File: src/rtl/rcf_pkg.sv
package rcf_pkg;
  localparam int EV_COLD      = 0;
  localparam int EV_WDOG_RST  = 1;
  localparam int EV_WDOG_WAKE = 2;
  localparam int EV_EXT_RUN   = 3;
  localparam int EV_EXT_WAKE  = 4;
  localparam int EV_SLEEP     = 5;
  localparam int EV_WDOG_CLR  = 6;
  localparam int NUM_EV       = 7;
  localparam int NUM_RST_EV   = 5;

  typedef struct packed {
    logic boot;
    logic nowdt;
    logic awake;
  } flags_t;

  typedef enum logic [2:0] {
    CAUSE_POWER_UP  = 3'd0,
    CAUSE_WDOG_RST  = 3'd1,
    CAUSE_WDOG_WAKE = 3'd2,
    CAUSE_EXT_RUN   = 3'd3,
    CAUSE_EXT_WAKE  = 3'd4,
    CAUSE_ILLEGAL   = 3'd5
  } cause_t;

  localparam flags_t FLAGS_COLD = '{boot: 1'b0, nowdt: 1'b1, awake: 1'b1};
endpackage

File: src/rtl/rcf_evt_prio.sv
module rcf_evt_prio #(
  parameter int N = 7
) (
  input  logic [N-1:0] req,
  output logic [N-1:0] grant
);
  logic seen;

  // index 0 is the strongest request
  always_comb begin
    seen  = 1'b0;
    grant = '0;
    for (int i = 0; i < N; i++) begin
      grant[i] = req[i] & ~seen;
      seen     = seen | req[i];
    end
  end
endmodule

File: src/rtl/rcf_flag_next.sv
module rcf_flag_next
  import rcf_pkg::*;
(
  input  flags_t              cur,
  input  logic [NUM_EV-1:0]   grant,
  input  logic                rst_present,
  input  logic                wr_set,
  output flags_t              nxt
);
  always_comb begin
    nxt = cur;
    if (grant[EV_COLD]) begin
      nxt = FLAGS_COLD;
    end else if (grant[EV_WDOG_RST]) begin
      nxt.nowdt = 1'b0;
      nxt.awake = 1'b1;
    end else if (grant[EV_WDOG_WAKE]) begin
      nxt.nowdt = 1'b0;
      nxt.awake = 1'b0;
    end else if (grant[EV_EXT_RUN]) begin
      nxt = cur;
    end else if (grant[EV_EXT_WAKE]) begin
      nxt.nowdt = 1'b1;
      nxt.awake = 1'b0;
    end else if (grant[EV_SLEEP]) begin
      nxt.nowdt = 1'b1;
      nxt.awake = 1'b0;
    end else if (grant[EV_WDOG_CLR]) begin
      nxt.nowdt = 1'b1;
      nxt.awake = 1'b1;
    end
    if (!rst_present && wr_set) begin
      nxt.boot = 1'b1;
    end
  end
endmodule

File: src/rtl/rcf_cause_dec.sv
module rcf_cause_dec
  import rcf_pkg::*;
(
  input  flags_t  fl,
  output cause_t  cause,
  output logic    illegal
);
  always_comb begin
    illegal = !fl.boot && (!fl.nowdt || !fl.awake);
    if (illegal) begin
      cause = CAUSE_ILLEGAL;
    end else if (!fl.boot) begin
      cause = CAUSE_POWER_UP;
    end else begin
      unique case ({fl.nowdt, fl.awake})
        2'b01:   cause = CAUSE_WDOG_RST;
        2'b00:   cause = CAUSE_WDOG_WAKE;
        2'b11:   cause = CAUSE_EXT_RUN;
        default: cause = CAUSE_EXT_WAKE;
      endcase
    end
  end
endmodule

File: src/rtl/reset_cause_flags.sv
module reset_cause_flags
  import rcf_pkg::*;
#(
  parameter int DATA_W  = 8,
  parameter int POR_BIT = 1
) (
  input  logic              clk,
  input  logic              rst_n,
  input  logic              ev_cold_start,
  input  logic              ev_wdog_reset,
  input  logic              ev_wdog_wake,
  input  logic              ev_ext_reset_run,
  input  logic              ev_ext_wake,
  input  logic              op_sleep,
  input  logic              op_wdog_clear,
  input  logic              sw_wr_en,
  input  logic [DATA_W-1:0] sw_wr_data,
  output logic [DATA_W-1:0] rd_data,
  output logic              st_boot,
  output logic              st_nowdt,
  output logic              st_awake,
  output logic [2:0]        cause,
  output logic              illegal
);
  localparam logic [DATA_W-1:0] SEL_MASK = DATA_W'(1) << POR_BIT;

  logic [NUM_EV-1:0] req;
  logic [NUM_EV-1:0] grant;
  logic              rst_present;
  logic              wr_set;
  logic              unused_wr_bits;
  flags_t            fl_q;
  flags_t            fl_d;
  cause_t            cause_w;

  assign req[EV_COLD]      = ev_cold_start;
  assign req[EV_WDOG_RST]  = ev_wdog_reset;
  assign req[EV_WDOG_WAKE] = ev_wdog_wake;
  assign req[EV_EXT_RUN]   = ev_ext_reset_run;
  assign req[EV_EXT_WAKE]  = ev_ext_wake;
  assign req[EV_SLEEP]     = op_sleep;
  assign req[EV_WDOG_CLR]  = op_wdog_clear;

  assign rst_present    = |req[NUM_RST_EV-1:0];
  assign wr_set         = sw_wr_en && sw_wr_data[POR_BIT];
  assign unused_wr_bits = ^(sw_wr_data & ~SEL_MASK);

  rcf_evt_prio #(.N(NUM_EV)) u_prio (
    .req   (req),
    .grant (grant)
  );

  rcf_flag_next u_next (
    .cur         (fl_q),
    .grant       (grant),
    .rst_present (rst_present),
    .wr_set      (wr_set),
    .nxt         (fl_d)
  );

  always_ff @(posedge clk or negedge rst_n) begin
    if (!rst_n) fl_q <= FLAGS_COLD;
    else        fl_q <= fl_d;
  end

  rcf_cause_dec u_dec (
    .fl      (fl_q),
    .cause   (cause_w),
    .illegal (illegal)
  );

  assign cause    = cause_w;
  assign st_boot  = fl_q.boot;
  assign st_nowdt = fl_q.nowdt;
  assign st_awake = fl_q.awake;

  // status word: flag at its fixed position, zeros elsewhere
  for (genvar b = 0; b < DATA_W; b++) begin : g_rd
    if (b == POR_BIT) begin : g_flag
      assign rd_data[b] = fl_q.boot;
    end else begin : g_zero
      assign rd_data[b] = 1'b0;
    end
  end

  assert_cold_start_R2: assert property (@(posedge clk) disable iff (!rst_n)
    ev_cold_start |=> (!st_boot && st_nowdt && st_awake));
  assert_boot_only_falls_on_cold_R2: assert property (@(posedge clk) disable iff (!rst_n)
    $fell(st_boot) |-> $past(ev_cold_start));
  assert_wdog_reset_R3: assert property (@(posedge clk) disable iff (!rst_n)
    (!ev_cold_start && ev_wdog_reset)
    |=> (st_boot == $past(st_boot) && !st_nowdt && st_awake));
  assert_wdog_wake_R4: assert property (@(posedge clk) disable iff (!rst_n)
    (!ev_cold_start && !ev_wdog_reset && ev_wdog_wake)
    |=> (st_boot == $past(st_boot) && !st_nowdt && !st_awake));
  assert_ext_run_keeps_R5: assert property (@(posedge clk) disable iff (!rst_n)
    (!ev_cold_start && !ev_wdog_reset && !ev_wdog_wake && ev_ext_reset_run)
    |=> ($stable(st_boot) && $stable(st_nowdt) && $stable(st_awake)));
  assert_ext_wake_R6: assert property (@(posedge clk) disable iff (!rst_n)
    (!ev_cold_start && !ev_wdog_reset && !ev_wdog_wake && !ev_ext_reset_run && ev_ext_wake)
    |=> (st_boot == $past(st_boot) && st_nowdt && !st_awake));
  assert_sleep_op_R7: assert property (@(posedge clk) disable iff (!rst_n)
    (!rst_present && op_sleep) |=> (st_nowdt && !st_awake));
  assert_write_sets_R8: assert property (@(posedge clk) disable iff (!rst_n)
    (!rst_present && sw_wr_en && sw_wr_data[POR_BIT]) |=> st_boot);
  assert_write_blocked_R8: assert property (@(posedge clk) disable iff (!rst_n)
    (rst_present && !ev_cold_start) |=> (st_boot == $past(st_boot)));
endmodule

File: config.mk
export PLATFORM = sky130hd
export DESIGN_NAME = reset_cause_flags
export DESIGN_NICKNAME = d
export VERILOG_FILES = /design/src/rtl/rcf_pkg.sv /design/src/rtl/rcf_evt_prio.sv /design/src/rtl/rcf_flag_next.sv /design/src/rtl/rcf_cause_dec.sv /design/src/rtl/reset_cause_flags.sv
export SDC_FILE = /design/constraint.sdc
export NUM_CORES = 1
export LEC_CHECK = 0
export BUFFER_PORTS_ARGS = -buffer_cell sky130_fd_sc_hd__buf_2
export CORE_AREA = 2 2 39 41
export CTS_CLUSTER_SIZE = 40
export DETAILED_ROUTE_END_ITERATION = 6
export DIE_AREA = 0 0 41 43
export GPL_TIMING_DRIVEN = 0
export PLACE_DENSITY = 0.65
export SLEW_MARGIN = 10
export SYNTH_ARGS = -nofsm -noshare
export SYNTH_HDL_FRONTEND = slang
export SYNTH_SLANG_ARGS = --single-unit
File: constraint.sdc
create_clock -name clk -period 2.44 [get_ports clk]
set_clock_uncertainty 0.1 [all_clocks]
set_input_delay 0.244 -clock clk [delete_from_list [all_inputs] [get_ports clk]]
set_output_delay 0.244 -clock clk [all_outputs]
set_load 0.005 [all_outputs]
# Yosys cells after proc, flatten, opt, wreduce, memory -nomap -nowiden
# Cells that the tools add are included.
dict set report totals {
  out_inout_bits 15
  input_bits 18
  regBits 3
}
dict set report op_classes {
  bitwise_logic 17
  n_reduce_logical 13
  mux 11
  eq_ne 3
}
# op count
set op_table {}
lappend op_table {{2-bit 2-to-1 mux} 6}
lappend op_table {{3-bit 2-to-1 mux} 3}
lappend op_table {{3-bit case mux with 3 select lines} 1}
lappend op_table {{1-bit AND} 6}
lappend op_table {{1-bit NOT} 6}
lappend op_table {{6-bit nonzero test} 1}
lappend op_table {{1-bit OR} 5}
lappend op_table {{5-bit OR reduction} 1}
lappend op_table {{1-bit logical NOT} 4}
lappend op_table {{4-bit != test, second input constant} 1}
lappend op_table {{1-bit logical AND} 3}
lappend op_table {{2-bit by 1-bit == test with 1-bit output, second input constant} 1}
lappend op_table {{2-bit == test, second input constant} 1}
lappend op_table {{2-bit logical NOT} 1}
lappend op_table {{2-bit AND reduction} 1}
lappend op_table {{2-bit nonzero test} 1}
lappend op_table {{1-bit logical OR} 1}
lappend op_table {{1-bit 2-to-1 mux} 1}

# Longest topological paths before layout
dict set report logic_depth {
  depth_word 15
  depth_mapped 4
  mapped_depth_nobuf 4
}

# By module
# From an unflattened synthesis, not the netlist that was laid out.
dict set report hier_totals {
  cells_unflattened 46
  area_unflattened_um2 395.4
}
# module area_per_inst_um2 cells_each n_inst
set by_module_without_submodules {}
lappend by_module_without_submodules {reset_cause_flags 160.2 16 1}
lappend by_module_without_submodules {rcf_cause_dec 82.6 11 1}
lappend by_module_without_submodules {rcf_flag_next 81.3 10 1}
lappend by_module_without_submodules {rcf_evt_prio 71.3 9 1}

# Least setup slack after synthesis
# Ideal clock, no wire load.
dict set report synth_timing {
  path_kind {register -> output}
  start {register fl_q, in the netlist st_nowdt}
  end {output port cause[1]}
  setup_slack_ns 1.072
  arrival_ns 1.024
  path_stages_with_launch 4
  n_path_buf 0
  path_cell_list {dfstp_2 -> inv_1 -> ha_1 -> and2_1}
}
dict set report synth_between {
  elab_chain_len 4
}
# element line
set synth_rtl {}
lappend synth_rtl {{start: declaration} reset_cause_flags.sv:32} ;# flags_t fl_q;
lappend synth_rtl {{start signal: assignment} reset_cause_flags.sv:63} ;# else fl_q <= fl_d;
lappend synth_rtl {{2-bit == test, or another cell as far along} rcf_cause_dec.sv:15} ;# unique case ({fl.nowdt, fl.awake})
lappend synth_rtl {{3-bit case mux with 3 select lines or 1-bit logical OR (tied branches)} {rcf_cause_dec.sv:15, rcf_cause_dec.sv:9}}
lappend synth_rtl {{3-bit 2-to-1 mux or 1-bit logical AND (tied branches)} {rcf_cause_dec.sv:12, rcf_cause_dec.sv:9}}
lappend synth_rtl {{3-bit 2-to-1 mux *} rcf_cause_dec.sv:10} ;# if (illegal) begin
lappend synth_rtl {{end: declaration} reset_cause_flags.sv:22} ;# output logic [2:0] cause,
# Every way passes the cells marked *; elsewhere a longest branch is shown, timed or not.

# Worst setup path after layout
# Ends and elaborated chain as after synthesis.

==> summary.txt <==
GRT
  – GRT met1 Usage: 7.443%
  – All-Layer GR Usage: 8.753%
  – GRT busiest layer: met2
  – Pin count of the biggest net entering global routing: 8
  – Number of global-route vias before repair: 273
  – Global route overflow: 0
  – Met2 usage: 13.44%
  – Initial antenna violation count: 0
  – First-pass GRT wire length: 959 um
  – Met3 Usage GRT: 3.141%

CTS
  – TritonCTS clock tree: built
  – Post-cts sizing count: 0
  – CTS buffer count: 3
  – Longest Clk Path Bufs: 2
  – CTS Hold Bufs: 1
  – Buffer count from post-CTS setup fixing: 0
  – CTS root buf: clkbuf_4
  – Number of H-tree levels: 1
  – Skew-Pair Late Insertion Delay: 0.23 ns
  – Clock slew at reported path FFs: 0.04 ns
  – Clock sink total: 3

STA
  – PnR worst setup slack: 0.6949 ns
  – Max-slew violations: 0
  – Worst hold slack: 0.08795 ns
  – Tcrit/Tclk final: 71.52%
  – FMAX: 0.5730 GHz
  – Final setup TNS: 0 ns
  – RSZ-0062 raised after global routing: false
  – Post-layout minimum cycle time: 1.745 ns
  – Final Hold Vio Count: 0
  – Setup violators final: 0

Yosys
  – Top-count cell post-synth: buf_4
  – Syn. warnings: 0
  – Sequential area share after synthesis: 27.31%
  – Cell taking the most area after synthesis: buf_4
  – Yosys top cell area share: 21.15%
  – Synth cell count leaders: buf_4, nor2_1
  – Asr flop ratio synth: 100.0%
  – Number of synthesized flops with an enable pin: 0
  – Library cells used by synthesis: 16
  – Syn Std Cell Area: 284.0 um^2
  – Syn avg cell area: 8.607 um^2
  – Largest cells by area after synthesis: buf_4, dfstp_2, nor2_1, dfrtp_1, ha_1
  – Ys flop type: dfstp_2
  – Yosys reg bits: 3
  – Synth Instances: 33

Pwr
  – Pleak: 0.2560 nW
  – Peak supply drop: 0.1844 mV
  – Power per cell area: 423.5 nW/um^2

Critical path
  – Critical path startpoint category: flip-flop
  – Setup CP Type: flip-flop to output pin
  – Reg2Reg Setup Slack: 1.41 ns
  – RR Startpoint: st_awake$_DFFE_PN1P_
  – Worst-case reg-to-reg path depth: 2
  – CP arrival: 1.40 ns
  – RR Endpoint: st_awake$_DFFE_PN1P_
  – CP endpoint: cause[1]
  – CP endpoint kind: output pin
  – Worst Setup SP: st_nowdt$_DFFE_PN1P_
  – Crit Path Max Fanout: 6
  – WP data required: 2.10 ns

Flow run
  – Number of max-cap violations: 0

Route
  – DR pass1 iterations: 4
  – Vias per cell: 3.821
  – Routed WL: 637 um
  – DR DRC count: 0
  – WL per Instance: 8.167 um
  – Vias after detailed routing: 298
  – Initial DRC count: 2
  – Antenna viol nets, final: 0

Die
  – Core Box Area: 1384 um^2
  – Die Wd: 41 um
  – Chip height: 43 um
  – Die area: 1763 um^2
  – Std-Cell Rows: 14
  – Starting Density: 20.52%
  – I/O pins: 33

Placement
  – I/O Buffers: 18
  – Gp weighted congestion: 0.7466
  – Dpl ws: 0.9393 ns

Finish
  – Final #Nets: 83
  – Layout cells sized above 1: 54.84%
  – Final core utilization: 32.73%
  – Antenna diodes: 0
  – Layout area overhead: 59.47%

Worst hold path
  – Hold crit path type: primary input to flip-flop

Outcome
  – Outcome: complete, no violations
-- how the worst min path moves through the flow --
stage,start,endpoint,slack [ns],cells after the start
floorplan,rst_n,st_boot$_DFFE_PN0P_,-0.15,0
global placement,rst_n,st_boot$_DFFE_PN0P_,-0.06,1
detailed placement,rst_n,st_boot$_DFFE_PN0P_,-0.06,1
CTS,ev_wdog_wake,st_awake$_DFFE_PN1P_,0.08,2
global route,ev_wdog_wake,st_awake$_DFFE_PN1P_,0.08,2
finish,ev_wdog_wake,st_awake$_DFFE_PN1P_,0.09,2
-- critical path, stage by stage, from the launching register on --
cell and delay (ns):
dfstp_2 0.59, inv_1 0.06, ha_1 0.27, and2_1 0.13, buf_2 0.12
-- cell type report --
type	count	area, um^2
plain buffers	8	60.06
clock buffers	4	26.28
fillers	145	930.9
inverters	2	7.507
multi-input cells	26	161.4
flip-flops and latches	3	77.57
well taps	16	20.02
repair buffers	19	100.1
-- cell usage in the layout, fill, tap and decap left out, types with 2 or more instances in the layout --
cell      Yosys  final
dfstp_2       2      2
conb_1        1      7
mux2i_1       2      2
clkbuf_4      0      3
inv_1         2      2
nor2_1        7      7
ha_1          2      2
buf_2         0     18
buf_4         8      8
-- routing by layer --
layer / wire length [um] / share of wire (%)
met4: 15 / 2.4
met3: 63 / 9.9
met5: 0 / 0
met1: 233 / 37
met2: 324 / 51
-- where the power goes --
group          switching [mW]  internal, mW  leakage [nW]  total [mW]
sequential            0.00405        0.0541        0.0350      0.0581
clock                  0.0263        0.0613        0.0150      0.0876
combinational          0.0199        0.0262         0.206      0.0460
-- sequential cells by signal (all words and copies together), names as in the netlist --
signal / cells
st_nowdt: 1
st_boot: 1
st_awake: 1
-- through the flow --
stage | instances | cell area, um^2 | power, mW
6_report | 78 | 452.9 | 0.1918
5_1_grt | 78 | 452.9 | 0.2114
4_1_cts | 78 | 452.9 | 0.1976
3_5_place_dp | 73 | 416.7 | 0.1039
3_3_place_gp | 73 | 416.7 | 0.1029
2_1_floorplan | 39 | 306.5 | 0.08282
-- cell families after synthesis --
logic type               after synthesis  synth area share (%)
buffers and inverters                 10                 23.79
AND/OR/NAND/NOR                       10                 18.07
AO/OA/AOI/OAI                          5                 13.65
flip-flops                             3                 27.31
multiplexers                           2                 7.049
adder cells (fa/ha/maj)                2                 8.809
other                                  1                 1.320
No activity file was read; power rests on OpenSTA's default activity.
